<file path="config.mk">
export PLATFORM = sky130hd
export DESIGN_NAME = pmm_unit
export DESIGN_NICKNAME = d
export VERILOG_FILES = /design/src/rtl/pmm_pkg.sv /design/src/rtl/pmm_lane_cmp.sv /design/src/rtl/pmm_pair_reduce.sv /design/src/rtl/pmm_decode.sv /design/src/rtl/pmm_unit.sv
export SDC_FILE = /design/constraint.sdc
export NUM_CORES = 1
export LEC_CHECK = 0
export ABC_CLOCK_PERIOD_IN_PS = 1500
export BUFFER_PORTS_ARGS = -buffer_cell sky130_fd_sc_hd__clkbuf_2
export CAP_MARGIN = 20
export CORE_ASPECT_RATIO = 0.8
export CORE_MARGIN = 4
export CORE_UTILIZATION = 30
export CTS_CLUSTER_DIAMETER = 100
export DETAILED_ROUTE_END_ITERATION = 7
export GPL_ROUTABILITY_DRIVEN = 0
export SLEW_MARGIN = 30
export SYNTH_ARGS = -nofsm -noshare
export SYNTH_HDL_FRONTEND = slang
export SYNTH_SLANG_ARGS = --single-unit
</file>
<file path="constraint.sdc">
create_clock -name clk -period 1.5 [get_ports clk]
set_clock_uncertainty 0.2 [all_clocks]
set_input_delay 0.225 -clock clk [delete_from_list [all_inputs] [get_ports clk]]
set_output_delay 0.225 -clock clk [all_outputs]
set_load 0.02 [all_outputs]
</file>
<file path="src/rtl/pmm_pkg.sv">
package pmm_pkg;
   // Lane format selector values
   typedef enum logic {
      FMT_SINGLE = 1'b0,
      FMT_HALF   = 1'b1
   } pmm_fmt_e;

   // Result of the field decoder
   typedef struct packed {
      logic undef;
      logic want_max;
      logic half;
   } pmm_ctl_t;
endpackage

</file>
<file path="src/rtl/pmm_lane_cmp.sv">
module pmm_lane_cmp #(
   parameter int EXP_W = 8,
   parameter int MAN_W = 23
) (
   input  logic [EXP_W+MAN_W:0] op_x,
   input  logic [EXP_W+MAN_W:0] op_y,
   input  logic                 want_max,
   output logic [EXP_W+MAN_W:0] res,
   output logic                 sig_nan
);
   localparam int W = 1 + EXP_W + MAN_W;
   localparam logic [W-1:0] DNAN = {1'b0, {EXP_W{1'b1}}, 1'b1, {(MAN_W-1){1'b0}}};

   function automatic logic is_nan(input logic [W-1:0] v);
      return (&v[W-2:MAN_W]) && (|v[MAN_W-1:0]);
   endfunction

   function automatic logic [W-1:0] flush(input logic [W-1:0] v);
      return (v[W-2:MAN_W] == '0) ? {v[W-1], {(W-1){1'b0}}} : v;
   endfunction

   // Monotonic unsigned key: negative values inverted, positive get top bit set
   function automatic logic [W-1:0] order_key(input logic [W-1:0] v);
      return v[W-1] ? ~v : {1'b1, v[W-2:0]};
   endfunction

   logic [W-1:0] fx, fy;
   logic         y_above;
   logic         any_nan;

   always_comb begin
      fx      = flush(op_x);
      fy      = flush(op_y);
      y_above = order_key(fy) > order_key(fx);
      any_nan = is_nan(op_x) || is_nan(op_y);
      sig_nan = (is_nan(op_x) && !op_x[MAN_W-1]) || (is_nan(op_y) && !op_y[MAN_W-1]);
      if (any_nan)       res = DNAN;
      else if (want_max) res = y_above ? fy : fx;
      else               res = y_above ? fx : fy;
   end
endmodule

</file>
<file path="src/rtl/pmm_pair_reduce.sv">
module pmm_pair_reduce #(
   parameter int EXP_W = 8,
   parameter int MAN_W = 23,
   parameter int VEC_W = 64
) (
   input  logic [VEC_W-1:0] src_a,
   input  logic [VEC_W-1:0] src_b,
   input  logic             want_max,
   output logic [VEC_W-1:0] res,
   output logic             inv
);
   localparam int LW    = 1 + EXP_W + MAN_W;
   localparam int LANES = VEC_W / LW;
   localparam int HALF  = LANES / 2;

   logic [VEC_W-1:0] srcs [2];
   logic [LANES-1:0] inv_v;

   assign srcs[0] = src_a;
   assign srcs[1] = src_b;

   for (genvar s = 0; s < 2; s++) begin : g_src
      for (genvar e = 0; e < HALF; e++) begin : g_pair
         pmm_lane_cmp #(.EXP_W(EXP_W), .MAN_W(MAN_W)) cmp_i (
            .op_x     (srcs[s][(2*e)*LW +: LW]),
            .op_y     (srcs[s][(2*e+1)*LW +: LW]),
            .want_max (want_max),
            .res      (res[(s*HALF+e)*LW +: LW]),
            .sig_nan  (inv_v[s*HALF+e])
         );
      end
   end

   if (LANES * LW < VEC_W) begin : g_pad
      assign res[VEC_W-1:LANES*LW] = '0;
   end

   assign inv = |inv_v;
endmodule

</file>
<file path="src/rtl/pmm_decode.sv">
module pmm_decode
   import pmm_pkg::*;
(
   input  logic     q_bit,
   input  logic     size_half,
   input  logic     op_min,
   input  logic     fp16_present,
   output pmm_ctl_t ctl
);
   always_comb begin
      ctl.half     = (pmm_fmt_e'(size_half) == FMT_HALF);
      ctl.want_max = !op_min;
      ctl.undef    = q_bit || (ctl.half && !fp16_present);
   end
endmodule

</file>
<file path="src/rtl/pmm_unit.sv">
module pmm_unit
   import pmm_pkg::*;
#(
   parameter int VEC_W  = 64,
   parameter int SP_EXP = 8,
   parameter int SP_MAN = 23,
   parameter int HP_EXP = 5,
   parameter int HP_MAN = 10
) (
   input  logic             clk,
   input  logic             rst_n,
   input  logic             in_valid,
   input  logic [VEC_W-1:0] src_a,
   input  logic [VEC_W-1:0] src_b,
   input  logic             op_min,
   input  logic             size_half,
   input  logic             q_bit,
   input  logic             fp16_present,
   output logic             out_valid,
   output logic [VEC_W-1:0] out_data,
   output logic             out_undef,
   output logic             out_invalid
);
   localparam int SP_W = 1 + SP_EXP + SP_MAN;
   localparam int HP_W = 1 + HP_EXP + HP_MAN;

   if (VEC_W % (2 * SP_W) != 0) begin : g_bad_sp
      $error("VEC_W must hold an even number of single lanes");
   end
   if (VEC_W % (2 * HP_W) != 0) begin : g_bad_hp
      $error("VEC_W must hold an even number of half lanes");
   end
   if (SP_MAN < 2 || HP_MAN < 2) begin : g_bad_man
      $error("mantissa fields need at least two bits");
   end

   pmm_ctl_t         ctl;
   logic [VEC_W-1:0] sp_res, hp_res;
   logic             sp_inv, hp_inv;

   pmm_decode dec_i (
      .q_bit        (q_bit),
      .size_half    (size_half),
      .op_min       (op_min),
      .fp16_present (fp16_present),
      .ctl          (ctl)
   );

   pmm_pair_reduce #(.EXP_W(SP_EXP), .MAN_W(SP_MAN), .VEC_W(VEC_W)) sp_i (
      .src_a (src_a), .src_b (src_b), .want_max (ctl.want_max),
      .res   (sp_res), .inv (sp_inv)
   );

   pmm_pair_reduce #(.EXP_W(HP_EXP), .MAN_W(HP_MAN), .VEC_W(VEC_W)) hp_i (
      .src_a (src_a), .src_b (src_b), .want_max (ctl.want_max),
      .res   (hp_res), .inv (hp_inv)
   );

   always_ff @(posedge clk or negedge rst_n) begin
      if (!rst_n) begin
         out_valid   <= 1'b0;
         out_undef   <= 1'b0;
         out_invalid <= 1'b0;
         out_data    <= '0;
      end else begin
         out_valid <= in_valid;
         if (in_valid) begin
            out_undef   <= ctl.undef;
            out_invalid <= !ctl.undef && (ctl.half ? hp_inv : sp_inv);
            out_data    <= ctl.undef ? '0 : (ctl.half ? hp_res : sp_res);
         end
      end
   end
endmodule

</file>
Yosys cells after proc, flatten, opt, wreduce, memory -nomap -nowiden
Cells that the tools add are included.
- register bits: 67
- bits of input ports: 135
- logic and storage cells: 164
- magnitude comparators: 6
- multiplexer cells: 51
- bitwise operators: 12
- reductions and logical operators: 91
- operators by type and width (kind ; number):
    $mux W16 ; 24
    $mux W32 ; 12
    $mux W64 ; 2
    $not A16 Y16 ; 8
    $not A32 Y32 ; 4
    $mux W31 ; 4
    $mux W15 ; 8
    $reduce_or A23 Y1 ; 4
    $reduce_or A10 Y1 ; 8
    $gt A16 B16 Y1 ; 4
    $gt A32 B32 Y1 ; 2
    $logic_not A5 Y1 ; 8
    $reduce_and A5 Y1 ; 8
    $logic_not A8 Y1 ; 4
    $reduce_and A8 Y1 ; 4
    $logic_and A1 B1 Y1 ; 26
    $logic_not A1 Y1 ; 14
    $logic_or A1 B1 Y1 ; 13
    $reduce_or A4 Y1 ; 1
    $reduce_or A2 Y1 ; 1
    $mux W1 ; 1

Depth between registers and ports, before layout
Gate-level depths: netlist (run 1).
- word-level depth: 10
- depth in mapped cells: 20

Cells and area by module
Synthesis (run 1) repeated with hierarchy kept, for this count alone.
- cells, all modules: 1708
- area, all modules: 12936.2 µm²
- modules (own cells, without submodules) (module ; times used ; cells an instance ; area an instance (µm²)):
    pmm_lane_cmp at hp_i.g_src[0].g_pair[0].cmp_i ... ; 4 ; 171 ; 1204.9
    pmm_unit ; 1 ; 285 ; 3180.6
    pmm_lane_cmp at sp_i.g_src[0].g_pair[0].cmp_i ; 1 ; 383 ; 2544.9
    pmm_lane_cmp at sp_i.g_src[1].g_pair[0].cmp_i ; 1 ; 350 ; 2354.8
    pmm_decode ; 1 ; 4 ; 22.5
    pmm_pair_reduce at hp_i ; 1 ; 1 ; 7.5
    pmm_pair_reduce at sp_i ; 1 ; 1 ; 6.3

Least setup slack after synthesis (run 1)
Ideal clock, no wire load.
- path kind: input port to flip-flop
- from: input src_b[26]
- to: register out_data[52]
- arrival: 3.672 ns
- data required time: 1.174 ns
- slack: -2.499 ns
- cell stages on the path: 18
- path through: nor3_1 > nand2_1 > or4_1 > clkbuf_1 > clkbuf_1 > clkbuf_1 > nand2_1 > xnor2_1 > ha_1 > a21oi_1 > o21ai_0 > a221o_1 > o311ai_2 > nand3_2 > and2_4 > buf_12 > buf_8 > a311o_1
- longest elaborated chain between the ends: 10
- elaborated cells on any way between the ends: 14
- ends and longest elaborated chain (what ; line ; RTL):
    start, declared ; pmm_unit.sv:14 ; input logic [VEC_W-1:0] src_b,
    $logic_not A8 Y1 ; pmm_lane_cmp.sv:19 ; return (v[W-2:MAN_W] == '0) ? {v[W-1], {(W-1){1'b0}}} : v;
    $mux W31 ; pmm_lane_cmp.sv:19 ;
    $not A32 Y32 ; pmm_lane_cmp.sv:24 ; return v[W-1] ? ~v : {1'b1, v[W-2:0]};
    $mux W32 ; pmm_lane_cmp.sv:24 ;
    $gt A32 B32 Y1 ; pmm_lane_cmp.sv:34 ; y_above = order_key(fy) > order_key(fx);
    $mux W32 (on tied branches) ; pmm_lane_cmp.sv:38, pmm_lane_cmp.sv:39 ;
    $mux W32 ; pmm_lane_cmp.sv:38 ; else if (want_max) res = y_above ? fy : fx;
    $mux W32 (*) ; pmm_lane_cmp.sv:37 ; if (any_nan) res = DNAN;
    $mux W64 (*) (2 in a row) ; pmm_unit.sv:70 ; out_data <= ctl.undef ? '0 : (ctl.half ? hp_res : sp_res);
    end signal, assigned ; pmm_unit.sv:70 ;
    end, declared ; pmm_unit.sv:20 ; output logic [VEC_W-1:0] out_data,
Mark *: on every way between the ends. The rest lies on a longest branch, timed or not.
A chain may end at the register's enable or synchronous reset.

Final worst setup path (run 1)
- from: input src_b[26]
- to: register out_data[59]
Same word-level chain as after synthesis.

==> results of run 1 <==
## layout make-up
class,count,area (um^2),share of cell area (%)
repair buffers,594,4420,26.1
clock buffers,11,233,1.37
flip-flops and latches,67,1680,9.90
clock inverters,5,77.6,0.458
inverters,41,154,0.908
well taps,487,609,3.60
multi-input cells,1257,9780,57.7
## cell usage in the layout (no fill, tap or decap), types with 14 or more instances in the layout
cell         n
xnor2_1    159
o211ai_1    15
and3_1      16
nand4_1     26
nand3_1     48
mux2i_1     24
a311o_1     17
buf_6       15
a21oi_2     14
a21oi_1     55
o2bb2ai_1   14
nor2_1      59
buf_4      354
nand2_1    269
inv_1       38
mux2_4      16
o21ai_1     15
dfrtp_1     67
o221ai_1    19
nor3_1      18
o21ai_0     17
buf_12      23
nor2b_1     14
xor2_1      72
clkbuf_2   193
ha_1       128
## repair_timing
action,CTS,global route
setup buffers,6,13
hold endpoints to repair,68,0
hold buffers,2,0
pin swaps,15,42
endpoints found under the setup margin,65,65
cloned,0,5
gates resized for setup,64,91
## worst max-delay path, delay by kind of cell
| family | cells | cell delay, ps |
|---|---|---|
| adders and majority gates | 1 | 310 |
| AOI/OAI and AO/OA | 5 | 1110 |
| xor gates and xnor gates | 1 | 60 |
| and+or+nand+nor | 6 | 1250 |
| buffers and inverters | 5 | 740 |
## layer usage
metal  part of all wire (%)  GRT usage, %  vias to the layer above
met1                     45          36.1                     6508
met3                     11          6.10                      121
li1                       -             -                     6244
met5                  0.015             0                        -
met2                     41          34.9                      700
met4                    2.9          6.42                        2
## stage by stage
| stage | setup TNS (ps) | hold WS [ps] | instances | util [%] |
|---|---|---|---|---|
| after floorplan | -141350 | -271 | 1450 | - |
| after global placement | -157090 | -15.0 | 2423 | 42.2 |
| after CTS | -126050 | 45.3 | 2447 | 44.0 |
| after detailed placement | -163050 | -16.5 | 2423 | 42.2 |
| after global routing | -139750 | 60.4 | 2462 | 45.5 |
| final | -132340 | 69.1 | 2462 | 45.5 |
## registers in the layout, indices dropped and copies added, names as in the netlist
register	count
out_data	64
out_invalid	1
out_undef	1
out_valid	1
## report_power, final
part | leakage [nW] | switching [W] | internal, W
Combinational | 7.10 | 0.00378 | 0.00321
Clock | 0.150 | 0.000930 | 0.00145
Sequential | 0.885 | 0.000193 | 0.00204
## kinds of logic after synthesis
group,after synthesis
buffers and inverters,126
XOR/XNOR,238
adder cells (fa/ha/maj),128
multiplexers,50
AND/OR/NAND/NOR,548
AO/OA/AOI/OAI,293
flip-flops,67
## final timing paths
kind                               from           end  slack (ps)  depth (start not counted)
max                           src_b[26]  out_data[59]       -2180                         18
min                           src_b[16]  out_data[48]          70                          2
max reg2reg                out_data[53]  out_data[53]         220                          2
min reg2reg                out_data[62]  out_data[62]         290                          1
max in group asynchronous         rst_n  out_data[33]         460                          3
min in group asynchronous         rst_n   out_data[9]         130                          2
## cells in the mapped netlist (20+ instances only)
cell type / n
nor3_1: 25
xnor2_1: 163
inv_1: 39
xor2_1: 72
nor2_1: 62
nand3_1: 57
o21ai_0: 20
dfrtp_1: 67
nand4_1: 26
ha_1: 128
mux2i_1: 25
nand2_1: 285
a21oi_1: 66
clkbuf_1: 51
==> flow_summary.ini, run 1 <==
[die]
start_util_pct = 30.5
die_x_um = 226
die-area_mm2 = 0.0411
placementRows = 63
dieHeight_um = 182
design.core.area_mm2 = 0.0372
pin_count = 202

[layout]
final_nets = 2233
drive_gt1_share_pct = 38.7
nFillCells = 3628
diodes = 0
synthToLayoutAreaGrowth_pct = 49.1
stdcell_area_mm2 = 0.0169

[grt]
grt_start_max_net_pins = 28
grt.overflow.total = 0
grt_util_all_layers_pct = 24.4
antenna_found_initial = 1
grt_pass1_vias = 12829
grt_pass1_wl_mm = 77.7

[route]
drt-initial-drc-count = 1478
via_count = 13575
drtAntennaViolNets = 0
first_pass_iters = 5
wl_per_cell_um = 21.6
routed_via_density = 5.51
drt_wl_total_mm = 53.1
drc_errors = 0

[logic_synthesis]
synth_top_family_by_area = simple AND/OR/NAND/NOR gates
synth_edf_count = 0
synth_top_area_cell = dfrtp_1
synth_cell_type_count = 82
syn_inst = 1450
yosys.area.top_type_share_pct = 14.8
ys_seq_area_share_pct = 14.8
synth_adder_area_share_pct = 14.1
synth.area.mux_share_pct = 5.17
synth-simple-area-share_pct = 22.9
synth_compound_area_share_pct = 19.6
synth_warnings = 0
synth_ff_type = dfrtp_1
synth-seq-cells = 67
ys_top_cells_by_area = dfrtp_1 (15%), ha_1 (14%), xnor2_1 (13%)
syn_area_per_cell_um2 = 7.84
async_flop_share_pct = 100
synthXorXnorAreaFrac_pct = 18.6
syn_nets = 1713
netlist_area_mm2 = 0.0114

[clock_tree]
clkSlewWorstSetupHoldPaths_ps = 60
cts.sink_count = 67
insertion_delay_ps = 360
cts_tree = yes
cts_root_buf = clkbuf_16
cts.path.max_buffers = 2
ctsHtreeMaxLevel = 3
cts_buffers = 9

[timing]
worst_slack_ps = -2180
tightestPinTransition_ps = 753
fmax_mhz = 272
period_share_pct = 245
rsz0062_at_grt = yes
slew_headroom_pct = 49.8
hold_viol_final = 0
drv_slew = 0
finalSetupViolCount = 65
min_period_ps = 3680

[pwr]
p_per_area_mw_per_mm2 = 685
power.total_w = 0.0116
p_leak_nw = 8.13
peakVddDrop_mv = 0.412

[setup_path]
setup.worst_path.start_class = input pin
crit_path_max_incr_delay_ps = 470
crit_chain = buf_8, nor3_4, nand2_2, or4_4, buf_8, nand2_4, xnor2_1, ha_1, nand4_1, a2111oi_2, buf_4, o311ai_2, a21o_2, and2_4, buf_12, buf_12, a211oi_4, o2bb2ai_1
required_ps = 1530
arrival_ps = 3710
critPathMaxFanout = 9
cpMaxStageDelayCell = or4_4
endpoint_kind = register
worstSetupPathType = in2reg

[place]
dpl_cell_area_mm2 = 0.0157
port_buffers = 201
dp_worst_setup_slack_ps = -2610
post-dp-hpwl_mm = 42.9

[run]
maxCapViolCount = 0

[outcome]
violations = setup timing
outcome = finished with violations

[worst_hold_path]
hold_class = in2reg
(Power assumes the default switching activity.)
==> inputs of run 2 (changes only) <==
--- a/config.mk
+++ b/config.mk
@@ -6,10 +6,10 @@
 export NUM_CORES = 1
 export LEC_CHECK = 0
-export ABC_CLOCK_PERIOD_IN_PS = 1500
+export ABC_CLOCK_PERIOD_IN_PS = 3100
 export BUFFER_PORTS_ARGS = -buffer_cell sky130_fd_sc_hd__clkbuf_2
 export CAP_MARGIN = 20
 export CORE_ASPECT_RATIO = 0.8
 export CORE_MARGIN = 4
-export CORE_UTILIZATION = 30
+export CORE_UTILIZATION = 32
 export CTS_CLUSTER_DIAMETER = 100
 export DETAILED_ROUTE_END_ITERATION = 7
==> constraint.sdc (replaced) <==
create_clock -name clk -period 3.1 [get_ports clk]
set_clock_uncertainty 0.2 [all_clocks]
set_input_delay 0.465 -clock clk [delete_from_list [all_inputs] [get_ports clk]]
set_output_delay 0.465 -clock clk [all_outputs]
set_load 0.01 [all_outputs]
==> run 2 against run 1 <==
  * The run still ends with setup timing left
  * Largest cell class unchanged
  * Die area fell by 6.0%
  * Clock power decreased by 48%
  * Sequential share of layout area increased by 0.15 points
  * Sequential power is 52% lower
  * Total power fell by 51%
  * Via count down 2.1%
  * First-iteration DRC count down 9.5%
  * Critical path type unchanged
  * Hold slack better by 200 ps
  * Design area decreased by 1.5%
  * Register-to-register slack gained 1600 ps
  * Count of clock-buffer cells in the layout is the same
  * Global-route usage rose by 2.1 points
==> flow_summary.ini, run 2 (synthesis results as in run 1) <==
[grt]
grt.overflow.total = 0
grt_util_all_layers_pct = 26.5
grt_start_max_net_pins = 46
grt_pass1_wl_mm = 79.0
grt_pass1_vias = 13310
antenna_found_initial = 2

[timing]
drv_slew = 0
fmax_mhz = 252
rsz0062_at_grt = yes
period_share_pct = 128
slew_headroom_pct = 51.1
min_period_ps = 3960
worst_slack_ps = -861
hold_viol_final = 0
tightestPinTransition_ps = 734
whs_ps = 272
finalSetupViolCount = 64

[place]
post-dp-hpwl_mm = 42.1
port_buffers = 201

[clock_tree]
clkSlewWorstSetupHoldPaths_ps = 60
cts.sink_count = 67
cts_buffers = 9
cts_tree = yes
cts_root_buf = clkbuf_16
cts.path.max_buffers = 2
ctsHtreeMaxLevel = 3
insertion_delay_ps = 350

[die]
pin_count = 202
die-area_mm2 = 0.0386
design.core.area_mm2 = 0.0349
start_util_pct = 32.6
placementRows = 61
dieHeight_um = 177
die_x_um = 219

[outcome]
outcome = finished with violations
violations = setup timing

[run]
maxCapViolCount = 0

[setup_path]
setup.worst_path.start_class = input pin
ff2ff_path_depth = 3
required_ps = 3140
cpMaxStageDelayCell = or4_4
r2r_slack_ps = 1860
path_depth = 18
crit_path_max_incr_delay_ps = 500
rr_endpoint = out_data[32]
endpoint_kind = register
critPathMaxFanout = 6
critPathTopFamily = simple AND/OR/NAND/NOR gates
crit_chain = buf_6, nor3_4, nand2_2, or4_4, clkbuf_16, nand2_2, xnor2_1, ha_1, nand4_1, nor4_4, nand2_2, a22oi_2, a21o_2, and2_4, buf_12, buf_16, nor2_4, a311o_1
path_buf_inv = 4
path_common_cell = nand2_2
arrival_ps = 4000
worstReg2RegStart = out_data[32]
worstSetupPathType = in2reg

[route]
drt_wl_total_mm = 52.9
routed_via_density = 5.50
drtAntennaViolNets = 0
wl_per_cell_um = 21.9
via_count = 13292
drc_errors = 0
drt-initial-drc-count = 1337
first_pass_iters = 5

[layout]
top_register = out_data
drive_gt1_share_pct = 37.6
final_cell_mix = buf_4 (323), nand2_1 (263), clkbuf_2 (196)
synthToLayoutAreaGrowth_pct = 46.9
diodes = 0
largest_reg_flops = 64
final_nets = 2204
final_common_cell = buf_4

[worst_hold_path]
holdCritStartpoint = src_a[8]
hold_depth = 2
whs_endpoint = out_data[8]
hold_class = in2reg

[pwr]
p_per_area_mw_per_mm2 = 337
peakVddDrop_mv = 0.301
power.total_w = 0.00563
p_leak_nw = 8.03
-- run 2: cell types whose count changed in the layout (fill, tap and decap cells not counted), sizes merged --
| cell | before | now |
|---|---|---|
| buf | 395 | 365 |
| clkbuf | 208 | 210 |
| dlygate4sd3 | 2 | 1 |
-- run 2: worst max-delay path by stage --
| stage | startpoint | endpoint | slack, ps |
|---|---|---|---|
| after floorplan | src_b[26] | out_data[52] | -920 |
| after global placement | src_a[28] | out_data[28] | -1200 |
| after detailed placement | src_a[28] | out_data[30] | -1300 |
| after CTS | src_b[28] | out_data[40] | -720 |
| after global routing | src_b[28] | out_data[34] | -1000 |
| final | src_b[28] | out_data[34] | -860 |
-- run 2: report_power, final --
group          total [W]  switching, W  internal, W
registers        0.00107     0.0000874     0.000985
logic            0.00332       0.00175      0.00157
clock network    0.00123      0.000479     0.000753
-- run 2: routing by layer --
| metal | track usage, % | vias to the layer above | part of all wire, % |
|---|---|---|---|
| met1 | 37.7 | 6304 | 44 |
| met5 | 0 | - | 0.072 |
| met3 | 9.50 | 112 | 12 |
| li1 | - | 6201 | - |
| met4 | 9.00 | 4 | 3.5 |
| met2 | 36.8 | 671 | 40 |
-- run 2: what timing repair did --
item | 4_1_cts | 5_1_grt
cloned | 2 | 3
endpoints found under the hold margin | 17 | 0
hold buffers | 1 | 0
resized for setup | 82 | 54
setup endpoints to repair | 64 | 64
buffers inserted | 17 | 8
pin swaps | 33 | 22
-- run 2: through the flow --
stage          area (um^2)  setup WS (ps)  util [%]  TNS (ps)  std cells
5_1_grt              16700          -1000      47.9    -54580       2418
2_1_floorplan        11500           -921         -    -54130       1450
3_5_place_dp         15500          -1300      44.4    -72910       2375
3_3_place_gp         15500          -1200      44.4    -67530       2375
6_report             16700           -861      47.9    -44860       2418
4_1_cts              16400           -717      46.9    -40940       2409
-- run 2: layout make-up --
type / instances / area [um^2]
Fill cell: 3346 / 18200
Multi-Input combinational cell: 1257 / 9700
Timing Repair Buffer: 565 / 4240
Sequential cell: 67 / 1680
Tap cell: 472 / 591
Clock buffer: 11 / 253
Inverter: 41 / 154
Clock inverter: 5 / 85.1
